File: config.mk
export PLATFORM = sky130hd
export DESIGN_NAME = srr_serial_reader
export DESIGN_NICKNAME = d
export VERILOG_FILES = /design/src/rtl/srr_pkg.sv /design/src/rtl/srr_rst_sync.sv /design/src/rtl/srr_addr_ctr.sv /design/src/rtl/srr_seq.sv /design/src/rtl/srr_wr_shift.sv /design/src/rtl/srr_pins.sv /design/src/rtl/srr_serial_reader.sv
export SDC_FILE = /design/constraint.sdc
export NUM_CORES = 1
export LEC_CHECK = 0
export CAP_MARGIN = 20
export CORE_MARGIN = 2
export CORE_UTILIZATION = 24
export DETAILED_ROUTE_END_ITERATION = 8
export PLACE_DENSITY = 0.43
export SKIP_CTS_REPAIR_TIMING = 1
export SYNTH_ARGS = -nofsm -noshare
export SYNTH_HDL_FRONTEND = slang
export SYNTH_SLANG_ARGS = --single-unit
File: constraint.sdc
create_clock -name clk -period 2.2 [get_ports clk]
set_clock_uncertainty 0.1 [all_clocks]
set_input_delay 0.44 -clock clk [delete_from_list [all_inputs] [get_ports clk]]
set_output_delay 0.44 -clock clk [all_outputs]
set_load 0.02 [all_outputs]
File: src/rtl/srr_pkg.sv
package srr_pkg;

  typedef enum logic [1:0] {
    ST_IDLE  = 2'd0,
    ST_READ  = 2'd1,
    ST_WRITE = 2'd2
  } srr_state_e;

  typedef struct packed {
    logic byte_rev;  // 1: read addresses step downward
    logic bit_rev;   // 1: least significant bit leaves first
    logic out_sel;   // 1: dedicated output pin carries read data
  } srr_cfg_t;

endpackage

File: src/rtl/srr_rst_sync.sv
module srr_rst_sync (
  input  logic clk,
  input  logic rst_ni,
  output logic rst_no
);
  logic [1:0] sync_q;

  always_ff @(posedge clk or negedge rst_ni) begin
    if (!rst_ni) sync_q <= 2'b00;
    else         sync_q <= {sync_q[0], 1'b1};
  end

  assign rst_no = sync_q[1];
endmodule

File: src/rtl/srr_addr_ctr.sv
module srr_addr_ctr #(
  parameter int ADDR_W = 4
) (
  input  logic              clk,
  input  logic              rst_n,
  input  logic              load_i,
  input  logic [ADDR_W-1:0] load_addr_i,
  input  logic              step_i,
  input  logic              down_i,
  output logic [ADDR_W-1:0] addr_o
);
  logic [ADDR_W-1:0] addr_q, addr_n;

  // Natural modulo-2^ADDR_W arithmetic provides the wrap at both ends.
  always_comb begin
    addr_n = addr_q;
    if (load_i)      addr_n = load_addr_i;
    else if (step_i) addr_n = down_i ? addr_q - 1'b1 : addr_q + 1'b1;
  end

  always_ff @(posedge clk or negedge rst_n) begin
    if (!rst_n)                addr_q <= '0;
    else if (load_i || step_i) addr_q <= addr_n;
  end

  assign addr_o = addr_q;

  a_r2_step_up: assert property (@(posedge clk) disable iff (!rst_n)
    (step_i && !down_i && !load_i) |=> addr_q == ADDR_W'($past(addr_q) + 1'b1));

  a_r3_step_down: assert property (@(posedge clk) disable iff (!rst_n)
    (step_i && down_i && !load_i) |=> addr_q == ADDR_W'($past(addr_q) - 1'b1));
endmodule

File: src/rtl/srr_seq.sv
module srr_seq
  import srr_pkg::*;
#(
  parameter int ADDR_W = 4,
  parameter int BYTE_W = 8,
  localparam int BIT_W = $clog2(BYTE_W)
) (
  input  logic              clk,
  input  logic              rst_n,
  input  logic              start_i,
  input  logic              rw_i,
  input  logic [ADDR_W-1:0] len_i,
  input  srr_cfg_t          cfg_i,
  input  logic              rise_i,
  output srr_state_e        state_o,
  output srr_cfg_t          cfg_o,
  output logic [BIT_W-1:0]  bit_o,
  output logic              load_o,
  output logic              byte_end_o,
  output logic              down_o
);
  localparam logic [BIT_W-1:0] LAST_BIT = BIT_W'(BYTE_W - 1);

  srr_state_e        state_q, state_n;
  srr_cfg_t          cfg_q, cfg_n;
  logic [BIT_W-1:0]  bit_q, bit_n;
  logic [ADDR_W-1:0] left_q, left_n;
  logic              load, byte_end;

  always_comb begin
    state_n  = state_q;
    cfg_n    = cfg_q;
    bit_n    = bit_q;
    left_n   = left_q;
    load     = 1'b0;
    byte_end = 1'b0;
    case (state_q)
      ST_IDLE: begin
        if (start_i) begin
          load    = 1'b1;
          cfg_n   = cfg_i;
          left_n  = len_i;
          bit_n   = '0;
          state_n = rw_i ? ST_READ : ST_WRITE;
        end
      end
      default: begin
        if (rise_i) begin
          if (bit_q == LAST_BIT) begin
            byte_end = 1'b1;
            bit_n    = '0;
            if (left_q == '0) state_n = ST_IDLE;
            else              left_n  = left_q - 1'b1;
          end else begin
            bit_n = bit_q + 1'b1;
          end
        end
      end
    endcase
  end

  always_ff @(posedge clk or negedge rst_n) begin
    if (!rst_n) begin
      state_q <= ST_IDLE;
      cfg_q   <= '0;
      bit_q   <= '0;
      left_q  <= '0;
    end else begin
      state_q <= state_n;
      if (load) cfg_q <= cfg_n;
      if (load || rise_i) begin
        bit_q  <= bit_n;
        left_q <= left_n;
      end
    end
  end

  assign state_o    = state_q;
  assign cfg_o      = cfg_q;
  assign bit_o      = bit_q;
  assign load_o     = load;
  assign byte_end_o = byte_end;
  // Only reads may walk downward; writes always climb.
  assign down_o     = (state_q == ST_READ) && cfg_q.byte_rev;

  a_r7_bit_advance: assert property (@(posedge clk) disable iff (!rst_n)
    (state_q != ST_IDLE && rise_i && bit_q != LAST_BIT) |=> bit_q == BIT_W'($past(bit_q) + 1'b1));

  a_r7_no_edge_hold: assert property (@(posedge clk) disable iff (!rst_n)
    (state_q != ST_IDLE && !rise_i) |=> $stable(bit_q) && state_q == $past(state_q));

  a_r10_end_after_last: assert property (@(posedge clk) disable iff (!rst_n)
    (state_q != ST_IDLE && rise_i && bit_q == LAST_BIT && left_q == '0) |=> state_q == ST_IDLE);

  a_r1_start_ignored: assert property (@(posedge clk) disable iff (!rst_n)
    (state_q != ST_IDLE && start_i && !rise_i) |=> state_q == $past(state_q) && $stable(cfg_q));
endmodule

File: src/rtl/srr_wr_shift.sv
module srr_wr_shift #(
  parameter int ADDR_W = 4,
  parameter int BYTE_W = 8
) (
  input  logic              clk,
  input  logic              rst_n,
  input  logic              shift_i,
  input  logic              commit_i,
  input  logic              bit_i,
  input  logic [ADDR_W-1:0] addr_i,
  output logic              we_o,
  output logic [ADDR_W-1:0] waddr_o,
  output logic [BYTE_W-1:0] wdata_o
);
  logic [BYTE_W-2:0] sh_q, sh_n;
  logic              we_q;
  logic [ADDR_W-1:0] waddr_q;
  logic [BYTE_W-1:0] wdata_q, wdata_n;

  // Fixed MSB-first assembly: earliest bit ends in the top position.
  always_comb begin
    sh_n    = {sh_q[BYTE_W-3:0], bit_i};
    wdata_n = {sh_q, bit_i};
  end

  always_ff @(posedge clk or negedge rst_n) begin
    if (!rst_n) begin
      sh_q    <= '0;
      we_q    <= 1'b0;
      waddr_q <= '0;
      wdata_q <= '0;
    end else begin
      we_q <= commit_i;
      if (shift_i) sh_q <= sh_n;
      if (commit_i) begin
        waddr_q <= addr_i;
        wdata_q <= wdata_n;
      end
    end
  end

  assign we_o    = we_q;
  assign waddr_o = waddr_q;
  assign wdata_o = wdata_q;

  a_r9_we_single: assert property (@(posedge clk) disable iff (!rst_n)
    we_q |=> !we_q);

  a_r9_we_follows_byte: assert property (@(posedge clk) disable iff (!rst_n)
    we_q |-> $past(commit_i) && $past(shift_i));
endmodule

File: src/rtl/srr_pins.sv
module srr_pins
  import srr_pkg::*;
#(
  parameter int BYTE_W = 8,
  localparam int BIT_W = $clog2(BYTE_W)
) (
  input  srr_state_e       state_i,
  input  srr_cfg_t         cfg_i,
  input  logic [BIT_W-1:0] bit_i,
  input  logic [BYTE_W-1:0] rdata_i,
  output logic             sdio_o,
  output logic             sdio_oe_o,
  output logic             sdout_o,
  output logic             sdout_oe_o
);
  localparam logic [BIT_W-1:0] LAST_BIT = BIT_W'(BYTE_W - 1);

  logic [BIT_W-1:0] sel;
  logic             rd_bit, reading;

  always_comb begin
    sel        = cfg_i.bit_rev ? bit_i : LAST_BIT - bit_i;
    rd_bit     = rdata_i[sel];
    reading    = (state_i == ST_READ);
    sdio_oe_o  = reading && !cfg_i.out_sel;
    sdout_oe_o = reading &&  cfg_i.out_sel;
    sdio_o     = sdio_oe_o  && rd_bit;
    sdout_o    = sdout_oe_o && rd_bit;
  end
endmodule

File: src/rtl/srr_serial_reader.sv
module srr_serial_reader
  import srr_pkg::*;
#(
  parameter int ADDR_W = 4,
  parameter int BYTE_W = 8
) (
  input  logic              clk,
  input  logic              rst_ni,
  input  logic              start_i,
  input  logic              rw_i,
  input  logic [ADDR_W-1:0] addr_i,
  input  logic [ADDR_W-1:0] len_i,
  input  logic              cfg_byte_rev_i,
  input  logic              cfg_bit_rev_i,
  input  logic              cfg_out_sel_i,
  input  logic              sclk_i,
  input  logic              sdio_i,
  output logic              sdio_o,
  output logic              sdio_oe_o,
  output logic              sdout_o,
  output logic              sdout_oe_o,
  output logic              busy_o,
  output logic [ADDR_W-1:0] rf_addr_o,
  input  logic [BYTE_W-1:0] rf_rdata_i,
  output logic              rf_we_o,
  output logic [ADDR_W-1:0] rf_waddr_o,
  output logic [BYTE_W-1:0] rf_wdata_o
);
  localparam int BIT_W = $clog2(BYTE_W);

  logic              rst_n;
  logic              sclk_q, rise;
  srr_cfg_t          cfg_in, cfg;
  srr_state_e        state;
  logic [BIT_W-1:0]  bit_idx;
  logic              load, byte_end, down;
  logic [ADDR_W-1:0] addr;

  srr_rst_sync u_rst (.clk(clk), .rst_ni(rst_ni), .rst_no(rst_n));

  always_ff @(posedge clk or negedge rst_n) begin
    if (!rst_n) sclk_q <= 1'b0;
    else        sclk_q <= sclk_i;
  end
  assign rise = sclk_i && !sclk_q;

  assign cfg_in = '{byte_rev: cfg_byte_rev_i, bit_rev: cfg_bit_rev_i, out_sel: cfg_out_sel_i};

  srr_seq #(.ADDR_W(ADDR_W), .BYTE_W(BYTE_W)) u_seq (
    .clk(clk), .rst_n(rst_n), .start_i(start_i), .rw_i(rw_i), .len_i(len_i),
    .cfg_i(cfg_in), .rise_i(rise), .state_o(state), .cfg_o(cfg), .bit_o(bit_idx),
    .load_o(load), .byte_end_o(byte_end), .down_o(down)
  );

  srr_addr_ctr #(.ADDR_W(ADDR_W)) u_addr (
    .clk(clk), .rst_n(rst_n), .load_i(load), .load_addr_i(addr_i),
    .step_i(byte_end), .down_i(down), .addr_o(addr)
  );

  srr_wr_shift #(.ADDR_W(ADDR_W), .BYTE_W(BYTE_W)) u_wr (
    .clk(clk), .rst_n(rst_n), .shift_i(rise && state == ST_WRITE),
    .commit_i(byte_end && state == ST_WRITE), .bit_i(sdio_i), .addr_i(addr),
    .we_o(rf_we_o), .waddr_o(rf_waddr_o), .wdata_o(rf_wdata_o)
  );

  srr_pins #(.BYTE_W(BYTE_W)) u_pins (
    .state_i(state), .cfg_i(cfg), .bit_i(bit_idx), .rdata_i(rf_rdata_i),
    .sdio_o(sdio_o), .sdio_oe_o(sdio_oe_o), .sdout_o(sdout_o), .sdout_oe_o(sdout_oe_o)
  );

  assign busy_o    = (state != ST_IDLE);
  assign rf_addr_o = addr;

  a_r5_dedicated_quiet: assert property (@(posedge clk) disable iff (!rst_n)
    !cfg.out_sel |-> !sdout_oe_o);

  a_r6_shared_quiet: assert property (@(posedge clk) disable iff (!rst_n)
    cfg.out_sel |-> !sdio_oe_o);

  a_r8_release: assert property (@(posedge clk) disable iff (!rst_n)
    (state != ST_READ) |-> (!sdio_oe_o && !sdout_oe_o));

  a_r9_no_write_in_read: assert property (@(posedge clk) disable iff (!rst_n)
    (state == ST_READ) |-> !rf_we_o);
endmodule

# Word-level counts from Yosys, hierarchy flattened
# Cells that the tools add are included.
# op_classes
n_reduce_logical	24
magnitude_cmp	1
mux	26
eq_ne	5
add_sub_neg	5
# ops
cell	n
4-bit two-way mux	8
3-bit two-way mux	5
2-bit two-way mux	6
2-bit nonzero test	5
1-bit logical AND	8
4-bit by 1-bit subtractor with 4-bit output (second input constant)	2
1-bit two-way mux	6
3-bit AND reduction	2
5-bit AND reduction	1
4-bit by 1-bit adder with 4-bit output (second input constant)	1
4-bit zero test	1
3-bit by 4-bit < comparator with 1-bit output (second input constant)	1
2-bit != test (second input constant)	2
4-bit AND reduction	1
3-bit by 1-bit adder with 3-bit output (second input constant)	1
1-bit binary-select mux with 3-bit select	1
3-bit == test (second input constant)	1
3-bit subtractor (first input constant)	1
2-bit by 1-bit == test with 1-bit output (second input constant)	1
2-bit == test (second input constant)	1
1-bit zero test	2
2-bit zero test	1
1-bit logical OR	2
2-bit AND reduction	1
# word_totals
ff_bits	39
wordCells	74
inputBits	25
output_inout_bits	22

# Longest topological paths before layout
# Gate-level depths: netlist of run 1.
# logic_depth
word_depth	6
depth_mapped	7
depth_no_buf	7

# Hierarchy
# From an unflattened synthesis of run 1, not the netlist that was laid out.
# hier_totals
cells_unflattened	185
area_unflattened_um2	2153.3
# by_module_without_submodules
module	n_inst	area_each_um2	cells_per_inst	seq_area_each_um2
srr_wr_shift	1	768.2	41	500.5
srr_seq	1	691.9	68	300.3
srr_addr_ctr	1	325.3	35	100.1
srr_pins	1	252.7	33	0.0
srr_serial_reader	1	61.3	5	25.0
srr_rst_sync	1	53.8	3	50.0

# Least setup slack after synthesis of run 1
# No wires, ideal clock.
# synth_timing
path_type	register to output
startpoint	reg u_seq.bit_q[1] (netlist: u_seq.bit_o[1])
endpoint	out sdio_o
arrival_ns	1.614
n_path_buf	1
stages_incl_launch_ff	6
required_ns	1.660
slack_ns	0.046
cell_sequence	dfrtp_1 -> clkbuf_1 -> or2_2 -> mux4_2 -> nand2_1 -> o22ai_1
# synth_via
elab_chain_cells	5
# synth_rtl
element	line_no	rtl
start: declaration	srr_seq.sv:26	logic [BIT_W-1:0] bit_q, bit_n;
start signal: assignment	srr_seq.sv:72	bit_q <= bit_n;
3-bit subtractor	srr_pins.sv:22	sel = cfg_i.bit_rev ? bit_i : LAST_BIT - bit_i;
3-bit two-way mux (*)	srr_pins.sv:22	
1-bit binary-select mux with 3-bit select (*)	srr_pins.sv:23	rd_bit = rdata_i[sel];
1-bit two-way mux (not written as such) (*)	srr_pins.sv:23	
1-bit logical AND (*)	srr_pins.sv:27	sdio_o = sdio_oe_o && rd_bit;
end: declaration	srr_serial_reader.sv:18	output logic sdio_o,
# Mark *: on every way between the ends. The rest lies on a longest branch, timed or not. The select of a mux whose other input is x is not followed.

# Worst setup path after layout of run 1
# Ends and elaborated chain as after synthesis.

==> impl_metrics.yaml, run 1 <==
outcome:
  status: "finished with violations"
  violations: "negative setup slack"
final_layout:
  final_util: 0.3607
  fillers: 830
  stdcell_area_sq_um: 2816
  register_area_sq_um: 977.2
  antenna_cells: 0
  area_delta_synth_final_pct: 43.93
  nets: 268
  multi_input_area_sq_um: 953.4
  drive_gt1_frac: 0.2708
worst_setup_path:
  criticalPathCategory: "reg -> out"
  reg2reg_to: "u_seq.left_q[0]"
  crit_path_end_kind: "output pin"
  critPathRequiredTime_ns: 1.66
  r2r_setup_slack_ns: 0.19
  crit_path_start: "u_seq.bit_o[1]"
  cp_data_arrival_time_ns: 1.80
  crit_end: "sdio_o"
  reg2reg_from: "u_seq.bit_o[1]"
  cp-start-kind: "flop"
  cp_max_fo: 8
  r2r_cells: 7
logic_synthesis:
  synth_most_common_cell: "dfrtp_1"
  seq_area_frac_synth: 0.4987
  syn_inst: 176
  netlist_top_cells_count: "dfrtp_1 (39), mux2_2 (19), nand2_1 (17)"
  synthFlopType: "dfrtp_1"
  syn-num-nets: 205
  synth_xor_area_frac: 0.01343
  synth_top_cell_area_share: 0.4987
  synth_edf_count: 0
  synth_top_cell_by_area: "dfrtp_1"
  yosysWarnings: 0
  synth_adder_area_share: 0.02558
  synth_top_family_by_area: "simple AND/OR/NAND/NOR gates"
  synth_cell_types: 39
  synthMuxAreaShare: 0.1426
  async_flop_share: 1.000
  synth_compound_area_frac: 0.1100
  yosys-top-cells-area: "dfrtp_1 (50%), mux2_2 (11%), nand2_1 (3.3%)"
  syn_area_per_cell_sq_um: 11.12
  yosys_register_bits: 39
  synth_simple_gate_area_frac: 0.1784
  synth_area_sq_um: 1957
power_and_ir_drop:
  cellPowerDensity_nw_per_um2: 1108
  irDropWorstVdd_mv: 0.3228
  power.total_mw: 3.120
  static-leakage-power_nw: 1.290
global_route:
  grt.overflow.total: 0
  grt_pass1_vias: 1542
  grt_pass1_wl_um: 7617
  track_usage: 0.1111
  grt_max_degree: 20
  antenna_found_initial: 0
cts:
  clk_latency_ns: 0.29
  cts_made_buffers: 5
  clkTransAtPathRegs_ns: 0.08
  cts_htree_levels: 2
  cts.path.max_buffers: 2
  cts_tree: "done"
  root_buffer: "clkbuf_8"
  clock-sinks: 39
timing:
  min_period_over_period: 1.062
  fmax_mhz: 428.0
  setup_viol: 2
  post-route-worst-setup-slack_ns: -0.1362
  slew_viol_final: 0
  tns_ns: -0.2424
  period_needed_ns: 2.336
  rsz0062_at_grt: "true"
  hold_violations: 0
drt:
  vias: 1541
  wl_um: 4689
  vias_per_cell: 4.506
  final_antenna_net_count: 0
  drt_iter0_markers: 49
  drt-pass1-iter-count: 4
  post-route-drc-count: 0
  wire_per_inst_um: 13.71
min_path:
  hold_path_class: "reg -> async"
floorplan:
  fp.dieArea_sq_um: 8892
  rows: 32
  core_sq_um: 7807
  fp.dieH_um: 94.30
  start_util: 0.2506
  die_w_um: 94.30
  num_io_pins: 47
place:
  dpl.hpwl_um: 3422
  place_ws_ns: -0.6502
  gp_congestion: 0.7136
  port_buffers: 46
  postPlaceCellArea_sq_um: 2654
job:
  max_cap_violations: 0
## worst max-delay path: stages, from the launching register on
cell and delay, ns:
dfrtp_2 0.46, or2_4 0.23, mux4_2 0.49, nand2_1 0.08
o22ai_1 0.08, buf_4 0.17
## state kept, by name, indices dropped and copies added, names as in the netlist
name           count
sclk_q             1
u_addr.addr_o      4
u_rst.sync_q       2
u_seq.bit_o        3
u_seq.cfg_o        3
u_seq.left_q       4
u_seq.state_o      2
u_wr.sh_q          7
u_wr.waddr_o       4
u_wr.wdata_o       8
u_wr.we_o          1
## worst min-delay path by stage
stage / startpoint / end / slack [ns] / cells past startpoint
final: u_rst.sync_q[1] / u_wr.waddr_o[2] / 0.12 / 1
after global routing: u_rst.sync_q[1] / u_wr.waddr_o[2] / 0.19 / 1
after CTS: u_rst.sync_q[1] / u_wr.sh_q[0] / 0.14 / 1
after detailed placement: u_rst.sync_q[1] / u_wr.waddr_o[2] / 0.14 / 1
after global placement: u_rst.sync_q[1] / u_wr.waddr_o[2] / 0.13 / 1
after floorplan: rst_ni / u_rst.sync_q[0] / 0.04 / 0
## through the flow
step	cells	hold slack, ns
6_report	342	0.1227
5_1_grt	342	0.1856
4_1_cts	342	0.1423
3_5_place_dp	334	0.1377
3_3_place_gp	334	0.1334
2_1_floorplan	176	0.04441
## kinds of logic (layout without fill, tap and decap cells)
family          count (synthesis)  in the layout
fa+ha+maj                       4              4
flops                          39             39
buf+inv                        14             78
mux                            23             23
compound gates                 33             33
xor+xnor                        3              3
other cells                     1              1
simple gates                   59             59
## area by class of cell
type,instances,area share
clock buffer,6,0.02932
timing repair buffer,63,0.2181
tap,102,0.04531
sequential,39,0.3470
inverter,7,0.009329
clock inverter,2,0.01244
multi-input combinational,123,0.3385
## cell usage in the layout (no fill, tap or decap), types with 5 or more instances in the layout
master	netlist	final
clkdlybuf4s50_1	0	38
dfrtp_1	39	38
mux2_2	19	19
buf_4	1	17
nand2_1	17	15
nor2_1	12	12
o21ai_0	12	10
inv_1	7	6
clkbuf_8	0	6
dlymetal6s2s_1	0	6
nor3b_1	6	5
## per-layer routing
metal	track usage	routed length [um]	vias to the layer above
met5	0	0	-
met4	0.03986	55	0
met3	0.03692	303	4
met2	0.1643	2026	38
met1	0.1509	2304	749
li1	-	-	750
## report_power, final
| part | total [mW] | internal (mW) | switching (mW) |
|---|---|---|---|
| registers | 1.10 | 0.917 | 0.185 |
| clock network | 0.632 | 0.367 | 0.265 |
| logic | 1.39 | 0.716 | 0.669 |
No activity file was read; power rests on OpenSTA's default activity.
==> run 2: changes to the inputs <==
--- a/config.mk
+++ b/config.mk
@@ -6,10 +6,13 @@
 export NUM_CORES = 1
 export LEC_CHECK = 0
 export CAP_MARGIN = 20
+export CORE_ASPECT_RATIO = 0.7
 export CORE_MARGIN = 2
 export CORE_UTILIZATION = 24
 export DETAILED_ROUTE_END_ITERATION = 8
+export GPL_ROUTABILITY_DRIVEN = 0
 export PLACE_DENSITY = 0.43
+export SETUP_SLACK_MARGIN = 0.05
 export SKIP_CTS_REPAIR_TIMING = 1
 export SYNTH_ARGS = -nofsm -noshare
 export SYNTH_HDL_FRONTEND = slang
==> run 2 against run 1 <==
Compared with the run above: the run still ends with negative setup slack left; fmax shrank 0.19%; die area grew 0.14%; sequential power is essentially flat; critical endpoint unchanged; largest cell class is now multi-input gates; largest power group unchanged.
==> impl_metrics.yaml, run 2 (synthesis gave the netlist of run 1 again) <==
outcome:
  status: "finished with violations"
  violations: "negative setup slack"
worst_setup_path:
  crit_path_end_kind: "output pin"
  max_stage_delay_ns: 0.49
  cp-start-kind: "flop"
  cp_data_arrival_time_ns: 1.80
  critPathSlowestCell: "mux4_2"
  criticalPathCategory: "reg -> out"
  cp_max_fo: 8
  critPathRequiredTime_ns: 1.66
  r2r_cells: 8
  path_cells: "or2_4 > mux4_2 > nand2_1 > o22ai_2 > buf_6"
global_route:
  grt_pass1_vias: 1507
  grt_pass1_wl_um: 7479
  track_usage: 0.1080
  antenna_found_initial: 0
  grt.overflow.total: 0
  grt_max_degree: 38
power_and_ir_drop:
  power.clock.fraction: 0.221
  p_int_mw: 2.210
  static-leakage-power_nw: 1.357
  power.total_mw: 3.393
  sequentialPowerShare: 0.330
  p_sw_frac: 0.3487
  p_comb_frac: 0.448
  p_sw_mw: 1.183
  cellPowerDensity_nw_per_um2: 1153
  irDropWorstVdd_mv: 0.3442
floorplan:
  fp.dieArea_sq_um: 8904
  start_util: 0.2486
  num_io_pins: 47
  die_w_um: 111.9
  core_sq_um: 7871
  fp.dieH_um: 79.55
  rows: 27
drt:
  vias_per_cell: 4.455
  post-route-drc-count: 0
  final_antenna_net_count: 0
  wl_um: 4524
  drt_iter0_markers: 14
  drt-pass1-iter-count: 4
  wire_per_inst_um: 13.04
  vias: 1546
final_layout:
  nets: 274
  mostFrequentLayoutCells: "clkdlybuf4s50_1 (37), dfrtp_1 (37), buf_4 (21)"
  antenna_cells: 0
  stdcell_area_sq_um: 2943
  drive_gt1_frac: 0.3211
  largest_reg_flops: 8
  area_delta_synth_final_pct: 50.38
  stdcell_count: 347
place:
  postPlaceCellArea_sq_um: 2675
  dpl.hpwl_um: 3314
  port_buffers: 46
  dp_cells: 336
timing:
  min_period_over_period: 1.064
  rsz0062_at_grt: "true"
  period_needed_ns: 2.341
  tns_ns: -0.2760
  fmax_mhz: 427.2
  slew_viol_final: 0
  post-route-worst-setup-slack_ns: -0.1406
  setup_viol: 2
  hold_violations: 0
job:
  max_cap_violations: 0
cts:
  cts_tree: "done"
  cts.path.max_buffers: 2
  cts_htree_levels: 2
  root_buffer: "clkbuf_16"
  cts_made_buffers: 5
  clock-sinks: 39
  clk_latency_ns: 0.28
  clkTransAtPathRegs_ns: 0.06
min_path:
  hold_path_class: "reg -> async"
-- run 2: worst paths after layout --
check / endpoint / from / slack [ns]
max: sdio_o / u_seq.bit_o[1] / -0.14
min: u_seq.left_q[2] / u_rst.sync_q[1] / 0.19
max reg2reg: u_addr.addr_o[3] / u_seq.bit_o[1] / 0.16
min reg2reg: u_seq.left_q[2] / u_rst.sync_q[1] / 0.19
max in group asynchronous: u_seq.cfg_o[1] / u_rst.sync_q[1] / 1.44
min in group clk: u_rst.sync_q[1] / u_rst.sync_q[0] / 0.25
-- run 2: layer usage --
layer / GRT usage / vias up / part of all wire
met4: 0.03333 / 0 / 0.011
met3: 0.03341 / 5 / 0.038
met2: 0.1552 / 26 / 0.41
met1: 0.1544 / 743 / 0.54
met5: 0 / - / 0
li1: - / 772 / -
-- run 2: area by class of cell --
type,count,area (sq um)
Multi-Input combinational cell,123,985.9
Fill cell,807,4928
Inverter,7,26.28
Tap cell,101,126.4
Sequential cell,39,978.4
Clock buffer,8,156.4
Timing Repair Buffer,69,669.4
-- run 2: worst max-delay path: cells and delay by family (launching register included) --
| family | cells | cell delay, ns |
|---|---|---|
| DFF | 1 | 0.46 |
| and+or+nand+nor | 2 | 0.35 |
| buffers and inverters | 1 | 0.14 |
| AOI/OAI and AO/OA | 1 | 0.08 |
| muxes | 1 | 0.49 |
-- run 2: power groups by stage --
stage          Combinational (mW)  Sequential, mW  Clock (mW)
5_1_grt                      1.68            1.16       0.812
2_1_floorplan               0.786            1.14           0
3_3_place_gp                 1.39            1.12           0
3_5_place_dp                 1.39            1.13           0
6_report                     1.52            1.12       0.752
4_1_cts                      1.40            1.11       0.778
-- run 2: stage by stage --
step | hold slack (ns) | setup slack [ns] | utilization
final | 0.1942 | -0.1406 | 0.3739
after global routing | 0.2233 | -0.2194 | 0.3739
after CTS | 0.2196 | -0.6674 | 0.3597
after detailed placement | 0.2191 | -0.6678 | 0.3399
after global placement | 0.2157 | -0.6546 | 0.3399
after floorplan | 0.04441 | 0.06469 | -
==> run 3: changes to the inputs <==
--- a/config.mk
+++ b/config.mk
@@ -10,8 +10,10 @@
 export CORE_MARGIN = 2
 export CORE_UTILIZATION = 24
 export DETAILED_ROUTE_END_ITERATION = 8
+export DONT_BUFFER_PORTS = 1
 export GPL_ROUTABILITY_DRIVEN = 0
-export PLACE_DENSITY = 0.43
+export MAX_ROUTING_LAYER = met4
+export PLACE_DENSITY = 0.35
 export SETUP_SLACK_MARGIN = 0.05
 export SKIP_CTS_REPAIR_TIMING = 1
 export SYNTH_ARGS = -nofsm -noshare
==> run 3 against run 2 <==
Compared with the run above: the flow still finishes with violations (negative setup slack); die area is the same; sequential cell count unchanged; core utilization decreased by 7.0 points; first-iteration DRC count rose by 71%; clock-buffer cell count is 2 lower; global-route usage is 0.38 points lower; via count is 13% lower.
==> impl_metrics.yaml, run 3 (synthesis gave the netlist of run 1 again) <==
floorplan:
  rows: 27
  start_util: 0.2486
  die_w_um: 111.9
  num_io_pins: 47
  fp.dieH_um: 79.55
  fp.dieArea_sq_um: 8904
  core_sq_um: 7871
timing:
  period_needed_ns: 2.316
  post-route-worst-setup-slack_ns: -0.1160
  slew_viol_final: 0
  setup_viol: 2
  fmax_mhz: 431.8
  hold_violations: 0
  min_period_over_period: 1.053
  tns_ns: -0.2223
  rsz0062_at_grt: "true"
outcome:
  status: "finished with violations"
  violations: "negative setup slack"
final_layout:
  layout_commonest_cell: "dfrtp_1"
  nets: 223
  area_delta_synth_final_pct: 22.31
  mostFrequentLayoutCells: "dfrtp_1 (38), mux2_2 (19), nand2_1 (15), buf_4 (15), nor2_1 (12)"
  drive_gt1_frac: 0.3077
  final_util: 0.3041
  stdcell_area_sq_um: 2394
  fillers: 800
  largest_reg_flops: 8
  antenna_cells: 0
drt:
  post-route-drc-count: 0
  vias: 1340
  final_antenna_net_count: 0
  vias_per_cell: 4.527
  drt_iter0_markers: 24
  drt-pass1-iter-count: 4
  wl_um: 4299
  wire_per_inst_um: 14.52
worst_setup_path:
  cp-start-kind: "flop"
  path_cells: "or2_4 > mux4_2 > nand2_1 > o22ai_1 > buf_4"
  cp_max_fo: 7
  critPathSlowestCell: "mux4_2"
  max_stage_delay_ns: 0.49
  critPathBufInv: 1
  crit_path_end_kind: "output pin"
  criticalPathCategory: "reg -> out"
  cp_data_arrival_time_ns: 1.78
  cpLargestDelayFamily: "multiplexers"
  critPathRequiredTime_ns: 1.66
place:
  place_ws_ns: 0.09643
  port_buffers: 0
  dpl.hpwl_um: 3280
  postPlaceCellArea_sq_um: 2165
cts:
  cts_made_buffers: 5
  root_buffer: "clkbuf_16"
  cts.path.max_buffers: 2
  clkTransAtPathRegs_ns: 0.06
  cts_htree_levels: 2
  clock-sinks: 39
  clk_latency_ns: 0.28
  cts_tree: "done"
global_route:
  grt_max_degree: 38
  grt_pass1_wl_um: 7079
  grt.overflow.total: 0
  track_usage: 0.1042
  antenna_found_initial: 0
  grt_pass1_vias: 1281
power_and_ir_drop:
  irDropWorstVdd_mv: 0.5180
  static-leakage-power_nw: 1.080
  cellPowerDensity_nw_per_um2: 1334
  power.total_mw: 3.194
min_path:
  hold_path_class: "in -> reg"
job:
  max_cap_violations: 0
[run 3: cell count changes in the layout (fill, tap and decap cells not counted), moves of 2 or more]
cell             change
o21ai_2              -2
buf_4                -6
nand2_1              +2
nand2_2              -2
dlymetal6s2s_1       -7
clkdlybuf4s50_1     -37
[run 3: final cells by class]
class	count	area [sq um]	share of cell area
multi-input combinational	123	944.7	0.3947
timing repair buffer	18	145.1	0.06064
clock inverter	2	35.03	0.01464
sequential	39	977.2	0.4083
inverter	7	26.28	0.01098
tap	101	126.4	0.05280
clock buffer	6	138.9	0.05802
[run 3: power by group]
part / leakage (nW) / switching, mW / internal, mW
combinational: 0.493 / 0.611 / 0.597
clock: 0.0868 / 0.284 / 0.564
sequential: 0.500 / 0.219 / 0.919
[run 3: path summary, 6_finish.rpt]
path / start / endpoint / slack (ns) / cells past startpoint
min in group asynchronous: u_rst.sync_q[1] / u_wr.wdata_o[2] / 0.20 / 1
setup / recovery: u_seq.bit_o[1] / sdio_o / -0.12 / 5
hold reg to reg: u_rst.sync_q[1] / u_wr.wdata_o[2] / 0.20 / 1
setup reg to reg: u_seq.bit_o[1] / u_addr.addr_o[3] / 0.22 / 7
hold / removal: sclk_i / sclk_q / 0.09 / 0
max in group asynchronous: u_rst.sync_q[1] / u_seq.bit_o[1] / 1.44 / 1
[run 3: stage by stage]
stage                     hold WS, ns  std cells
after global placement        0.04449        285
after CTS                     -0.2542        293
after floorplan               0.04441        176
after detailed placement      0.04448        285
final                         0.08647        296
after global routing          0.07391        296
[run 3: routing by layer]
metal / vias up / wire length (um) / GRT usage
met4: 0 / 14 / 0.02099
met1: 649 / 2230 / 0.1472
li1: 664 / - / -
met5: - / 0 / -
met3: 4 / 225 / 0.03948
met2: 23 / 1828 / 0.1412
